## config.mk

```make
export PLATFORM = sky130hd
export DESIGN_NAME = shreg_piso
export DESIGN_NICKNAME = d
export VERILOG_FILES = /design/src/rtl/shreg_pkg.sv /design/src/rtl/shreg_ctrl.sv /design/src/rtl/shreg_datapath.sv /design/src/rtl/shreg_piso.sv
export SDC_FILE = /design/constraint.sdc
export NUM_CORES = 1
export LEC_CHECK = 0
export ABC_AREA = 1
export BUFFER_PORTS_ARGS = -buffer_cell sky130_fd_sc_hd__clkbuf_2
export CAP_MARGIN = 10
export CORE_AREA = 2 2 39 41
export DETAILED_ROUTE_END_ITERATION = 10
export DIE_AREA = 0 0 41 43
export PLACE_DENSITY_LB_ADDON = 0.25
export SYNTH_ARGS = -nofsm -noshare
export SYNTH_HDL_FRONTEND = slang
export SYNTH_HIERARCHICAL = 1
export SYNTH_SLANG_ARGS = --single-unit
```

## constraint.sdc

```tcl
create_clock -name clk -period 1.1 [get_ports clk]
set_input_delay 0.11 -clock clk [delete_from_list [all_inputs] [get_ports clk]]
set_output_delay 0.11 -clock clk [all_outputs]
set_load 0.1 [all_outputs]
```

## src/rtl/shreg_pkg.sv

```systemverilog
`timescale 1ns/100ps
package shreg_pkg;

  // Strobes from the mode decoder to the stage datapath
  typedef struct packed {
    logic shiftEn;    // clocked shift this cycle
    logic syncLoad;   // clocked parallel capture
    logic asyncLoad;  // level-sensitive parallel force
  } ctrlStrobes_t;

  localparam int MIN_STAGES = 3;

endpackage

```

## src/rtl/shreg_ctrl.sv

```systemverilog
`timescale 1ns/100ps
module shreg_ctrl
  import shreg_pkg::*;
#(
  parameter bit ASYNC_LOAD = 1'b0
) (
  input  logic         loadMode,
  output ctrlStrobes_t strobes
);

  // The parameter decides which load strobe the mode input can raise
  generate
    if (ASYNC_LOAD) begin : gAsyncMode
      always_comb begin
        strobes.shiftEn   = ~loadMode;
        strobes.syncLoad  = 1'b0;
        strobes.asyncLoad = loadMode;
      end
    end else begin : gSyncMode
      always_comb begin
        strobes.shiftEn   = ~loadMode;
        strobes.syncLoad  = loadMode;
        strobes.asyncLoad = 1'b0;
      end
    end
  endgenerate

endmodule

```

## src/rtl/shreg_datapath.sv

```systemverilog
`timescale 1ns/100ps
module shreg_datapath
  import shreg_pkg::*;
#(
  parameter int N          = 8,
  parameter bit ASYNC_LOAD = 1'b0
) (
  input  logic         clk,
  input  ctrlStrobes_t strobes,
  input  logic         serialIn,
  input  logic [N-1:0] parallelIn,
  output logic [N-1:0] stages
);

  logic [N-1:0] shiftNext;
  assign shiftNext = {stages[N-2:0], serialIn};

  // Assertion-only marker that one edge has been seen, so $past is valid
  logic pastValid = 1'b0;
  always_ff @(posedge clk) pastValid <= 1'b1;

  generate
    if (!ASYNC_LOAD) begin : gSync
      always_ff @(posedge clk) begin
        if (strobes.syncLoad)     stages <= parallelIn;
        else if (strobes.shiftEn) stages <= shiftNext;
      end

      // a clocked load leaves last cycle's parallel word in the stages
      assert_sync_load_R3: assert property (@(posedge clk) disable iff (!pastValid)
        $past(strobes.syncLoad) |-> stages == $past(parallelIn));
    end else begin : gAsync
      for (genvar i = 0; i < N; i++) begin : gBit
        logic setB, clrB, bitQ;
        assign setB = strobes.asyncLoad & parallelIn[i];
        assign clrB = strobes.asyncLoad & ~parallelIn[i];
        always_ff @(posedge clk or posedge setB or posedge clrB) begin
          if (setB)                 bitQ <= 1'b1;
          else if (clrB)            bitQ <= 1'b0;
          else if (strobes.shiftEn) bitQ <= shiftNext[i];
        end
        assign stages[i] = bitQ;
      end

      // while the force is active the stages mirror the parallel pins
      assert_async_follow_R4: assert property (@(posedge clk)
        strobes.asyncLoad |-> stages == parallelIn);
    end
  endgenerate

  // exactly one action is selected on every cycle
  assert_one_action_R2: assert property (@(posedge clk)
    $countones({strobes.shiftEn, strobes.syncLoad, strobes.asyncLoad}) == 1);

  // two shift cycles in a row move the word by one place
  assert_shift_step_R2: assert property (@(posedge clk) disable iff (!pastValid)
    ($past(strobes.shiftEn) && strobes.shiftEn) |->
      stages == {$past(stages[N-2:0]), $past(serialIn)});

endmodule

```

## src/rtl/shreg_piso.sv

```systemverilog
`timescale 1ns/100ps
module shreg_piso
  import shreg_pkg::*;
#(
  parameter int N          = 8,
  parameter bit ASYNC_LOAD = 1'b0
) (
  input  logic         clk,
  input  logic         loadMode,
  input  logic         serialIn,
  input  logic [N-1:0] parallelIn,
  output logic         tapLag2,
  output logic         tapLag1,
  output logic         serialOut
);

  localparam int LAST = N - 1;

  ctrlStrobes_t strobes;
  logic [N-1:0] stages;

  shreg_ctrl #(.ASYNC_LOAD(ASYNC_LOAD)) i_ctrl (
    .loadMode (loadMode),
    .strobes  (strobes)
  );

  shreg_datapath #(.N(N), .ASYNC_LOAD(ASYNC_LOAD)) i_datapath (
    .clk        (clk),
    .strobes    (strobes),
    .serialIn   (serialIn),
    .parallelIn (parallelIn),
    .stages     (stages)
  );

  // taps from the last three stages
  assign serialOut = stages[LAST];
  assign tapLag1   = stages[LAST-1];
  assign tapLag2   = stages[LAST-2];

  // the stage count must leave room for three taps
  initial assert_depth_R1: assert (N >= MIN_STAGES);

endmodule

```

* Yosys cells after proc, flatten, opt, wreduce, memory -nomap -nowiden *
Cells that the tools add are included.

word-level totals
  flip-flop bits (word level) = 8
  latch bits = 0
  memory bits (writable) = 0
  memory bits (read-only) = 0
  input port bits = 11
  memories = 0

operators by class
  $add $sub $neg = 0
  multipliers = 0
  div/mod/pow operators = 0
  $lt $le $gt $ge = 0
  equality and inequality tests = 0
  shift operators = 0
  mux-type cells = 1
  bitwise logic cells = 0
  reduce and logical (&&, ||, !) cells = 0

operators by type and width
  cell    count
  $mux 8  1

* Longest topological paths before layout *
  depth after elaboration = 1
  depth in mapped cells = 5

* Modules after synthesis *
Netlist, hierarchy kept.

modules (own cells, without submodules)
  module          instances  cells an instance  area each (um2)  seq. area each (um2)
  shreg_datapath  1          35                 351.6            240.2
  shreg_ctrl      1          4                  22.5             0.0

* Worst setup path after synthesis *
OpenSTA, ideal clock, no wires.

  kind = register to register
  from = register i_datapath.stages[5]
  to = register i_datapath.stages[6] (data pin)
  setup time = 0.257 ns
  data arrival time = 0.990 ns
  data required time = 0.843 ns
  slack = -0.147 ns
  cell stages (with the launch flop) = 3
  path buffers = 0
  cells stage by stage = edfxtp_1 nand2_1 nand2_1

on the way
  cells in the longest elaborated chain, start to end = 1

RTL lines
  element                   line                  source
  start: declaration        shreg_datapath.sv:12  output logic [N-1:0] stages
  start signal: assignment  shreg_datapath.sv:25  if (strobes.syncLoad) stages <= parallelIn;
  start signal: assignment  shreg_datapath.sv:26  else if (strobes.shiftEn) stages <= shiftNext;
  $mux 8                    shreg_datapath.sv:25

No other way between the ends.

* Final worst setup path *
  from = register i_datapath.stages[5]
  to = output tapLag2

RTL lines
  element           line              source
  end: declaration  shreg_piso.sv:12  output logic tapLag2,

No word-level cell between the ends.

==> reports/summary.txt <==
Yosys warning total = 6
# diodes = 0
CP max stage cell = edfxtp_1
clock sink count = 8
Post-CTS Setup Inserts = 0
Starting Density = 0.262
R2R setup slack = 300 ps
first-pass GRT wire length = 938 um
crit end category = output pin
Final #Nets = 65
Total Routing Usage GR = 0.0866
startpoint types = register
Cell Chain, Critical Path = buf_12
largest register by flop count = i_datapath/stages
slew margin rel. = 0.790
total CTS buffers = 3
Die ar. = 0.00176 sq mm
final setup fails = 0
Worst Path Required = 990 ps
CTS Buffer Depth = 2
post-cts resize count = 0
hold path cells = 3
fin area = 504 sq um
fin crit share = 0.890
vias per cell = 4.03
Root Driver = clkbuf_4
maxcap violations = 0
final worst setup slack = 121 ps
Peak VDD IR = 0.600 mV
Cells after Synth = 37
HPWL Detailed = 447 um
dpl ws = 164 ps
final wirelength = 556 um
final hold viol count = 0
# DRC = 0
outcome = complete, no violations
R2R Path Start = i_datapath/stages[5]
hold-fix buffers at CTS = 0
Die Ht = 43 um
Area growth, synth to finish = 39.0%
Hold Crit Start = serialIn
vias in the first global route = 247
mapped cell area = 363 sq um
Power, Total = 796 uW
Bufs and invs on worst path = 1
Final Critical Period = 979 ps
clk_lat worst skew = 250 ps
DP Area = 482 sq um
CTS tree = done
Arr. time, crit path = 870 ps
FMAX = 1020 MHz
Setup Skew = 3.57 ps
hold crit path type = input port to register
initial antenna violation count = 0
GRT overflow = 0
critical path class = register to output pin
Rows = 14
clock-pin slew on the worst setup and hold paths = 50 ps
RePlAce Congestion = 0.646
Reg2Reg Depth = 2
drt pass-1 iters = 1
CTS H-tree depth = 1
ratio of cells with drive above 1 in the final layout = 0.346
CORE AREA = 0.00138 sq mm
max-slew violations = 0
worst r2r dst = i_datapath/stages[6]
Antenna Nets Post-Route = 0
Syn Area/Cell = 9.81 sq um
CP Max Fanout = 2
Die X = 41 um
WL/cell = 8.18 um
Fillers = 148
DR iter-0 viols = 0
IO Pins = 14
largest registers = i_datapath/stages (8)
final core occ = 0.364
RSZ-0062 raised after global routing = no
port buffer count = 13
Leak Pwr = 0.000253 uW
Worst path max stage delay = 430 ps
Power Density = 1580 mW/mm^2
max reg flops = 8
Slew @ Worst Pin = 314 ps
largest net degree at the start of global routing = 9
cell family with most CP delay = flip-flops
syn nets = 48
setup TNS = 0 ps
routed via count = 274
Hold Crit Endpoint = i_datapath/stages[0]
[stage by stage]
stage	hold WS (ps)	std cells
2_1_floorplan	289	37
3_3_place_gp	381	65
3_5_place_dp	380	65
4_1_cts	120	68
5_1_grt	130	68
6_report	128	68
[where the power goes]
group	leakage [uW]	switching (uW)	total, uW	internal (uW)
Sequential	0.0000834	15.0	390	375
Clock	0.0000138	90.9	215	124
Combinational	0.000155	120	190	70.2
Total	0.000253	226	796	570
[layer usage]
metal	vias up	GRT usage	wire length, um
met1	115	0.0946	226
li1	146	-	-
met4	0	0.100	10
met2	11	0.113	271
met3	2	0.0314	49
met5	-	0	0
[worst max-delay path by stage]
stage | startpoint | to | cells after the start
after floorplan | i_datapath/stages[5] | i_datapath/stages[6] | 2
after global placement | loadMode | i_datapath/stages[4] | 3
after detailed placement | loadMode | i_datapath/stages[3] | 3
after CTS | i_datapath/stages[5] | tapLag2 | 1
after global routing | i_datapath/stages[5] | tapLag2 | 1
final | i_datapath/stages[5] | tapLag2 | 1
[cell type report]
class,instances,area [sq um],area share
clock buffer,3,22.5,0.0447
inverter,2,7.51,0.0149
multi-input combinational,25,96.3,0.191
sequential,8,240,0.476
tap,16,20.0,0.0397
timing repair buffer,14,118,0.233
[cells in the final DEF (no fill, tap or decap), drive strengths merged]
master,n
buf,4
nand2,24
inv,2
edfxtp,8
or2,1
clkbuf,13
(Power assumes the default switching activity.)
